<file path="src/rtl/evtsel_pkg.sv">
`timescale 1ns/1ps
package evtsel_pkg;
    localparam int MAXN = 16;
    localparam int EVW  = 16;
    localparam int DW   = 64;
    localparam int IDXW = 4;
    localparam logic [5:0] EC_MON = 6'h18;

    typedef enum logic [1:0] {LV0 = 2'd0, LV1 = 2'd1, LV2 = 2'd2, LV3 = 2'd3} lvl_e;

    typedef struct packed {
        logic            hit;
        logic [IDXW-1:0] idx;
    } dec_t;

    typedef struct packed {
        logic take;
        lvl_e tgt;
    } trap_t;

    typedef struct packed {
        logic          rd;
        logic          wack;
        logic          werr;
        logic          trap;
        logic          undef;
        lvl_e          tel;
        logic [DW-1:0] data;
    } rsp_t;

    function automatic logic [MAXN-1:0][EVW-1:0] default_init();
        logic [MAXN-1:0][EVW-1:0] r;
        for (int i = 0; i < MAXN; i++) r[i] = EVW'(16'h00A0 + i);
        return r;
    endfunction
endpackage

</file>
<file path="src/rtl/evtsel_decode.sv">
`timescale 1ns/1ps
module evtsel_decode
    import evtsel_pkg::*;
(
    input  logic [1:0] op0,
    input  logic [2:0] op1,
    input  logic [3:0] crn,
    input  logic [3:0] crm,
    input  logic [2:0] op2,
    output dec_t       dec
);
    always_comb begin
        dec.hit = (op0 == 2'b11) && (op1 == 3'b011) && (crn == 4'b1101) && (crm[3:1] == 3'b111);
        dec.idx = {crm[0], op2};
    end
endmodule

</file>
<file path="src/rtl/evtsel_route.sv">
`timescale 1ns/1ps
module evtsel_route
    import evtsel_pkg::*;
(
    input  lvl_e  cur,
    input  logic  user_en,
    input  logic  gen_redirect,
    input  logic  el2_en,
    input  logic  el2_mon_trap,
    input  logic  el3_present,
    input  logic  el3_mon_trap,
    output trap_t trap
);
    logic l2_hit, l3_hit;
    assign l2_hit = el2_en && el2_mon_trap;
    assign l3_hit = el3_present && el3_mon_trap;

    always_comb begin
        trap = '{take: 1'b0, tgt: LV1};
        unique case (cur)
            LV0: begin
                if (!user_en) begin
                    trap.take = 1'b1;
                    trap.tgt  = (el2_en && gen_redirect) ? LV2 : LV1;
                end else if (l2_hit) begin
                    trap.take = 1'b1;
                    trap.tgt  = LV2;
                end else if (l3_hit) begin
                    trap.take = 1'b1;
                    trap.tgt  = LV3;
                end
            end
            LV1: begin
                if (l2_hit) begin
                    trap.take = 1'b1;
                    trap.tgt  = LV2;
                end else if (l3_hit) begin
                    trap.take = 1'b1;
                    trap.tgt  = LV3;
                end
            end
            LV2: begin
                if (l3_hit) begin
                    trap.take = 1'b1;
                    trap.tgt  = LV3;
                end
            end
            default: trap.take = 1'b0;
        endcase
    end
endmodule

</file>
<file path="src/rtl/evtsel_store.sv">
`timescale 1ns/1ps
module evtsel_store
    import evtsel_pkg::*;
#(
    parameter int                         NUM_CNT    = 12,
    parameter logic [MAXN-1:0]            FIXED_MASK = 16'h0003,
    parameter logic [MAXN-1:0][EVW-1:0]   EVT_INIT   = default_init()
) (
    input  logic            clk,
    input  logic            rst,
    input  logic            we,
    input  logic [IDXW-1:0] widx,
    input  logic [EVW-1:0]  wval,
    input  logic [IDXW-1:0] ridx,
    output logic [EVW-1:0]  rval
);
    logic [EVW-1:0] fld [MAXN];

    for (genvar i = 0; i < MAXN; i++) begin : g_reg
        if (i >= NUM_CNT) begin : g_absent
            assign fld[i] = '0;
        end else if (FIXED_MASK[i]) begin : g_fixed
            assign fld[i] = EVT_INIT[i];
        end else begin : g_rw
            logic [EVW-1:0] q;
            always_ff @(posedge clk) begin
                if (rst)                             q <= EVT_INIT[i];
                else if (we && widx == IDXW'(i))     q <= wval;
            end
            assign fld[i] = q;
        end
    end

    assign rval = fld[ridx];
endmodule

</file>
<file path="src/rtl/evtsel_bank.sv">
`timescale 1ns/1ps
module evtsel_bank
    import evtsel_pkg::*;
#(
    parameter int                         NUM_CNT    = 12,
    parameter logic [MAXN-1:0]            FIXED_MASK = 16'h0003,
    parameter logic [MAXN-1:0][EVW-1:0]   EVT_INIT   = default_init()
) (
    input  logic        clk,
    input  logic        rst,
    input  logic        req_valid,
    input  logic        req_write,
    input  logic [1:0]  op0,
    input  logic [2:0]  op1,
    input  logic [3:0]  crn,
    input  logic [3:0]  crm,
    input  logic [2:0]  op2,
    input  logic [63:0] wdata,
    input  logic [1:0]  cur_el,
    input  logic        user_en,
    input  logic        gen_redirect,
    input  logic        el2_en,
    input  logic        el2_mon_trap,
    input  logic        el3_present,
    input  logic        el3_mon_trap,
    input  logic [15:0] cnt_en,
    output logic        rd_valid,
    output logic [63:0] rdata,
    output logic        wr_ack,
    output logic        wr_err,
    output logic        trap_valid,
    output logic [1:0]  trap_el,
    output logic [5:0]  trap_ec,
    output logic        undef
);
    dec_t           dec;
    trap_t          trap;
    lvl_e           cur, highest;
    logic           in_range, fixed, we;
    logic [EVW-1:0] rval;
    rsp_t           rsp_d, rsp_q;

    assign cur     = lvl_e'(cur_el);
    assign highest = el3_present ? LV3 : (el2_en ? LV2 : LV1);

    evtsel_decode u_dec (
        .op0(op0), .op1(op1), .crn(crn), .crm(crm), .op2(op2), .dec(dec)
    );

    evtsel_route u_route (
        .cur(cur), .user_en(user_en), .gen_redirect(gen_redirect),
        .el2_en(el2_en), .el2_mon_trap(el2_mon_trap),
        .el3_present(el3_present), .el3_mon_trap(el3_mon_trap), .trap(trap)
    );

    assign in_range = {1'b0, dec.idx} < 5'(NUM_CNT);
    assign fixed    = FIXED_MASK[dec.idx];

    always_comb begin
        rsp_d = '0;
        we    = 1'b0;
        if (req_valid && !rst) begin
            if (!dec.hit) begin
                rsp_d.undef = 1'b1;
            end else if (!req_write) begin
                if (trap.take) begin
                    rsp_d.trap = 1'b1;
                    rsp_d.tel  = trap.tgt;
                end else begin
                    rsp_d.rd   = 1'b1;
                    rsp_d.data = {{(DW-EVW){1'b0}}, rval};
                end
            end else if (cur != highest) begin
                rsp_d.undef = 1'b1;
            end else if (!in_range) begin
                rsp_d.wack = 1'b1;
            end else if (fixed) begin
                rsp_d.undef = 1'b1;
            end else if (cnt_en[dec.idx]) begin
                rsp_d.wack = 1'b1;
                rsp_d.werr = 1'b1;
            end else begin
                rsp_d.wack = 1'b1;
                we         = 1'b1;
            end
        end
    end

    evtsel_store #(
        .NUM_CNT(NUM_CNT), .FIXED_MASK(FIXED_MASK), .EVT_INIT(EVT_INIT)
    ) u_store (
        .clk(clk), .rst(rst), .we(we), .widx(dec.idx), .wval(wdata[EVW-1:0]),
        .ridx(dec.idx), .rval(rval)
    );

    always_ff @(posedge clk) begin
        if (rst) rsp_q <= '0;
        else     rsp_q <= rsp_d;
    end

    assign rd_valid   = rsp_q.rd;
    assign rdata      = rsp_q.data;
    assign wr_ack     = rsp_q.wack;
    assign wr_err     = rsp_q.werr;
    assign trap_valid = rsp_q.trap;
    assign trap_el    = rsp_q.tel;
    assign trap_ec    = rsp_q.trap ? EC_MON : 6'h00;
    assign undef      = rsp_q.undef;

    assert_one_response_R10: assert property (@(posedge clk) disable iff (rst)
        $countones({rd_valid, wr_ack, trap_valid, undef}) == ($past(req_valid && !rst) ? 1 : 0));

    assert_trap_class_R5: assert property (@(posedge clk) disable iff (rst)
        trap_valid |-> (trap_ec == 6'h18 && trap_el != 2'd0));

    assert_write_level_R6: assert property (@(posedge clk) disable iff (rst)
        wr_ack |-> ($past(cur_el) == $past(highest)));

    assert_raz_R7: assert property (@(posedge clk) disable iff (rst)
        (rd_valid && $past({1'b0, dec.idx} >= 5'(NUM_CNT))) |-> rdata == '0);

    assert_top_level_no_trap_R4: assert property (@(posedge clk) disable iff (rst)
        $past(req_valid && !rst && cur_el == 2'd3) |-> !trap_valid);

    assert_upper_zero_R2: assert property (@(posedge clk) disable iff (rst)
        rd_valid |-> rdata[63:16] == '0);
endmodule

</file>
<file path="config.mk">
export PLATFORM = sky130hd
export DESIGN_NAME = evtsel_bank
export DESIGN_NICKNAME = d
export VERILOG_FILES = /design/src/rtl/evtsel_pkg.sv /design/src/rtl/evtsel_decode.sv /design/src/rtl/evtsel_route.sv /design/src/rtl/evtsel_store.sv /design/src/rtl/evtsel_bank.sv
export SDC_FILE = /design/constraint.sdc
export NUM_CORES = 1
export LEC_CHECK = 0
export CAP_MARGIN = 40
export CORE_MARGIN = 4
export CORE_UTILIZATION = 51
export CTS_BUF_LIST = sky130_fd_sc_hd__clkbuf_16
export CTS_CLUSTER_SIZE = 40
export DETAILED_ROUTE_END_ITERATION = 7
export PLACE_DENSITY = 0.82
export SLEW_MARGIN = 20
export SYNTH_ARGS = -nofsm -noshare
export SYNTH_HDL_FRONTEND = slang
export SYNTH_SLANG_ARGS = --single-unit
export TNS_END_PERCENT = 50
</file>
<file path="constraint.sdc">
create_clock -name clk -period 2.5 [get_ports clk]
set_input_delay 0.375 -clock clk [delete_from_list [all_inputs] [get_ports clk]]
set_output_delay 0.375 -clock clk [all_outputs]
set_load 0.02 [all_outputs]
</file>
# Word level (Yosys, flattened, before mapping)
# Memories as Yosys holds them, arrays and structs flattened.
# Cells that the tools add are included.
totals:
  regBits: 231
  mem_bits_ro: 16
  output_inout_bits: 77
  mem_count: 1
memory_table:
  columns: ["memory", "depth", "word_bits", "rd", "rd_clocked_by_memory_dff", "wr", "line_no", "source"]
  rows:
  - ["(name not given)", 16, 1, 1, 0, 0, "evtsel_bank.sv:57", "assign fixed = FIXED_MASK[dec.idx];"]
classes:
  order_cmp: 3
  n_eq_ne: 17
  muxes: 32
  bitwise_logic: 6
  reduce_logical: 25
op_table:
  columns: ["op", "n"]
  rows:
  - ["binary-select mux 16 bit (select 4 bit)", 1]
  - ["two-way mux 16 bit", 2]
  - ["equality test 4 bit, second input constant", 5]
  - ["two-way mux 1 bit", 18]
  - ["logical AND 1 bit", 17]
  - ["equality test 4 x 3 -> 1 bit, second input constant", 4]
  - ["OR reduction 5 bit", 3]
  - ["two-way mux 3 bit", 3]
  - ["equality test 4 x 2 -> 1 bit, second input constant", 2]
  - ["two-way mux 2 bit", 4]
  - ["OR reduction 7 bit", 1]
  - ["one-hot mux 2 bit (3 select lines)", 1]
  - ["greater-or-equal comparator 5 bit, second input constant", 1]
  - ["less-than comparator 4 x 5 -> 1 bit, second input constant", 1]
  - ["two-way mux 5 bit", 1]
  - ["NOT 1 bit", 5]
  - ["NOT 4 -> 5 bit", 1]
  - ["binary-select mux 1 bit (select 4 bit)", 1]
  - ["equality test 2 bit, second input constant", 2]
  - ["less-than comparator 4 bit, second input constant", 1]
  - ["OR reduction 4 bit", 1]
  - ["equality test 3 x 2 -> 1 bit, second input constant", 1]
  - ["equality test 3 bit, second input constant", 1]
  - ["one-hot mux 1 bit (3 select lines)", 1]
  - ["other kinds (5)", 5]

# Depth between registers and ports, before layout
logic_depth:
  depth_word: 10
  mapped_depth: 9
  ltp_nobuf: 5

# Cells and area by module
# Synthesis repeated with hierarchy kept, for this count alone.
hier_totals:
  hier_cells: 967
  hier_area_um2: 8762.2
modules_own_cells:
  columns: ["mod", "n_inst", "cells_each", "area_each_um2", "seq_area_each_um2"]
  rows:
  - ["evtsel_store", 1, 824, 7420.9, 3203.1]
  - ["evtsel_bank", 1, 124, 1214.9, 460.4]
  - ["evtsel_decode", 1, 8, 63.8, 0.0]
  - ["evtsel_route", 1, 11, 62.6, 0.0]

# Least setup slack after synthesis
# OpenSTA, ideal clock, no wires.
synth_timing:
  path_kind: "input to register"
  start: "in crn[1]"
  end: "reg u_store.g_reg[2].g_rw.q[10]"
  arrival_ps: 2195
  t_required_ps: 2428
  path_slack_ps: 233
  stages: 8
  n_path_buf: 3
  path_cell_list: "nand4bb_1 > or4_4 > nor4b_4 > buf_6 > and3_1 > buf_6 > buf_12 > mux2i_1"
synth_between:
  elab_chain_cells: 6
synth_lines:
  columns: ["element", "line_no", "source"]
  rows:
  - ["start: declaration", "evtsel_bank.sv:15", "input logic [3:0] crn,"]
  - ["equality test 4 bit", "evtsel_decode.sv:13", "dec.hit = (op0 == 2'b11) && (op1 == 3'b011) && (crn == 4'b1101) && (crm[3:1] == 3'b111);"]
  - ["logical AND 1 bit (2 in series)", "evtsel_decode.sv:13", null]
  - ["two-way mux 1 bit", "evtsel_bank.sv:63", "if (!dec.hit) begin"]
  - ["two-way mux 1 bit", "evtsel_bank.sv:62", "if (req_valid && !rst) begin"]
  - ["logical AND 1 bit", "evtsel_store.sv:28", "else if (we && widx == IDXW'(i)) q <= wval;"]
  - ["end signal: assignment", "evtsel_store.sv:27", "if (rst) q <= EVT_INIT[i];"]
  - ["end signal: assignment", "evtsel_store.sv:28", null]
  - ["end: declaration", "evtsel_store.sv:25", "logic [EVW-1:0] q;"]
# Every way passes these cells.
# A chain may end at the register's enable or synchronous reset.

# Worst setup path in the final report
layout_timing:
  start: "in req_valid"
  end: "reg u_store.g_reg[2].g_rw.q[3]"
layout_between:
  elab_chain_cells: 3
layout_lines:
  columns: ["element", "line_no", "source"]
  rows:
  - ["start: declaration", "evtsel_bank.sv:11", "input logic req_valid,"]
  - ["logical AND 1 bit", "evtsel_bank.sv:62", null]
  - ["two-way mux 1 bit", "evtsel_bank.sv:62", null]
  - ["logical AND 1 bit", "evtsel_store.sv:28", null]
# Every way passes these cells.

==> impl_metrics.env <==
export IMPL_status="completed"
export IMPL_start_kind="primary input"
export IMPL_yosysWarnings=0
export IMPL_power_internal_w=0.00467
export IMPL_post_drt_wl_per_cell_um=17.8
export IMPL_cp_required_ns=2.84
export IMPL_period_needed_ns=2.44
export IMPL_layout_commonest_cell="dfxtp_1"
export IMPL_area_delta_synth_final_pct=19.5
export IMPL_drtAntennaViolNets=0
export IMPL_leakage_nw=4.71
export IMPL_comb_power_share_pct=8.1
export IMPL_dr_pass1_iters=5
export IMPL_power_share_switching_pct=22.6
export IMPL_dp_hpwl_um=12300
export IMPL_root_buffer="clkbuf_16"
export IMPL_cts_buffers=17
export IMPL_port_buffer_count=84
export IMPL_via_count=5990
export IMPL_layout_nets=977
export IMPL_postSynthCellCount=794
export IMPL_globalplace_congestion=0.757
export IMPL_vias_per_cell=5.45
export IMPL_endpoint_kind="flop"
export IMPL_antenna_cells=0
export IMPL_yosys_register_bits=183
export IMPL_cts_setup_buffers=0
export IMPL_finalCoreUtilization_pct=62.4
export IMPL_drc=0
export IMPL_finClkSkew_ns=0.00624
export IMPL_die_area_um2=19200
export IMPL_drv_cap=0
export IMPL_cp_arrival_ns=2.78
export IMPL_drt_wl_total_um=19600
export IMPL_cts_buffer_depth=2
export IMPL_ios=185
export IMPL_grt_pass1_vias=5979
export IMPL_synth_ff_type="dfxtp_1"
export IMPL_start_util_pct=52.2
export IMPL_htreeDepth=4
export IMPL_max_clock_freq_mhz=410
export IMPL_mostFrequentLayoutCells="dfxtp_1 (183), mux2i_1 (162), nand2b_1 (136)"
export IMPL_rows=47
export IMPL_yosys_area_top_type="dfxtp_1"
export IMPL_antenna_found_initial=0
export IMPL_cp_max_fo=16
export IMPL_min_path_type="in -> reg"
export IMPL_drtIter0Drc=615
export IMPL_setup_violations=0
export IMPL_synth_top_area_share_pct=42.1
export IMPL_p_switching_w=0.00136
export IMPL_tightest_slew_ns=0.658
export IMPL_async_reset_ff_share_pct=0
export IMPL_synth_cell_area_um2=8690
export IMPL_core_um2=16600
export IMPL_clk_transition_reported_paths_ns=0.07
export IMPL_syn_area_per_cell_um2=11.0
export IMPL_crit_type="in -> reg"
export IMPL_timing_final_max_slew_violations=0
export IMPL_grt_pass1_wl_um=31400
export IMPL_die_height_um=139
export IMPL_track_usage_pct=20.5
export IMPL_cts_sinks=183
export IMPL_ys_types=40
export IMPL_hold_viol_final=0
export IMPL_ctsHoldBuffers=0
export IMPL_power_density_nw_per_um2=580
export IMPL_grt_overflow=0
export IMPL_synth_edf_count=0
export IMPL_min_period_over_period_pct=97.6
export IMPL_ys_seq_area_share_pct=42.1
export IMPL_finalPower_w=0.00603
export IMPL_p_clk_share_pct=43.5
export IMPL_clk_latency_ns=0.43
export IMPL_drive_above_1_share_pct=13.4
export IMPL_maxSlewHeadroom_pct=56.1
export IMPL_vdd_drop_max_uv=494
export IMPL_cts_tree="built"
export IMPL_die_x_um=139
export IMPL_grt_start_max_net_pins=181
export IMPL_synth_area_leaders="dfxtp_1 (42%), mux2i_1 (19%), nand2b_1 (9.8%)"
export IMPL_p_seq_share_pct=48.4
## layout make-up
cell class	instances	area (um^2)
Clock buffer	17	425
Fill cell	1275	6250
Multi-Input combinational cell	540	4460
Inverter	5	18.8
Sequential cell	183	3660
Clock inverter	13	143
Tap cell	220	275
Timing Repair Buffer	122	1400
## metrics by stage
| stage | cell area [um^2] | TNS [ns] | setup WS (ns) | hold slack, ns | instances |
|---|---|---|---|---|---|
| after CTS | 10400 | 0 | 0.0660 | 0.251 | 1100 |
| after global placement | 9820 | -23.55 | -0.242 | 0.458 | 1070 |
| after detailed placement | 9820 | -30.49 | -0.310 | 0.464 | 1070 |
| final | 10400 | 0 | 0.0611 | 0.261 | 1100 |
| after floorplan | 8890 | 0 | 0.233 | 0.448 | 845 |
| after global routing | 10400 | -0.00542 | -0.00542 | 0.257 | 1100 |
## critical path, stage by stage
cell             delay, ns
clkdlybuf4s50_1       0.47
or2b_1                0.25
or4_4                 0.50
nor4b_4               0.30
buf_12                0.21
and3_1                0.22
buf_12                0.19
mux2i_2               0.26
## registers in the layout, indices dropped and copies added, names as in the netlist
name              count
rd_valid              1
rdata                16
trap_el               2
trap_valid            1
u_store.g.g_rw.q    160
undef                 1
wr_ack                1
wr_err                1
## final timing paths
| path | from | end | slack [ns] | depth (start not counted) |
|---|---|---|---|---|
| worst max-delay path | req_valid | u_store.g_reg[2].g_rw.q[3]$_SDFFE_PP0P_ | 0.06 | 8 |
| worst min register to register | u_store.g_reg[7].g_rw.q[15]$_SDFFE_PP0P_ | u_store.g_reg[7].g_rw.q[15]$_SDFFE_PP0P_ | 0.47 | 2 |
| worst min-delay path | rst | undef$_SDFF_PP0_ | 0.26 | 3 |
| worst max register to register | u_store.g_reg[7].g_rw.q[4]$_SDFFE_PP0P_ | rdata[4]$_SDFF_PP0_ | 1.03 | 3 |
## routing by layer
layer,global-route usage (%),vias to the layer above,wire length (um)
li1,-,2804,-
met1,26.1,2945,8470
met2,34.8,214,9700
met3,4.34,27,1110
met4,6.92,0,299
met5,0,-,0
## what timing repair did
item	4_1_cts	5_1_grt
resized for setup	0	1
endpoints found under the setup margin	0	1
endpoints found under the hold margin	0	0
## cells in the mapped netlist (4+ instances only)
library cell  instances
buf_6                10
buf_2                 7
and3_1                5
nand2_1              19
buf_4                57
mux2i_1             163
a21oi_1              20
dfxtp_1             183
a222oi_1             13
inv_1                 4
mux4_2               36
nor2b_1               6
nor2_1               54
nor3_1                4
nand2b_1            136
buf_1                11
clkbuf_1             31
nand4_4               6
## kinds of logic after synthesis
family | count (synthesis) | share of synthesized area [%]
and+or+nand+nor | 248 | 17.5
muxes | 199 | 28.1
DFF | 183 | 42.1
buffers and inverters | 122 | 8.88
AOI/OAI and AO/OA | 41 | 3.34
other | 1 | 0.0431
## power groups by stage
| stage | clock [W] | combinational [W] | sequential [W] |
|---|---|---|---|
| final | 0.00262 | 0.000491 | 0.00292 |
| after global routing | 0.00277 | 0.000524 | 0.00291 |
| after CTS | 0.00265 | 0.000490 | 0.00292 |
| after detailed placement | 0 | 0.000486 | 0.00298 |
| after global placement | 0 | 0.000482 | 0.00298 |
| after floorplan | 0 | 0.000366 | 0.00298 |
(Power assumes the default switching activity.)
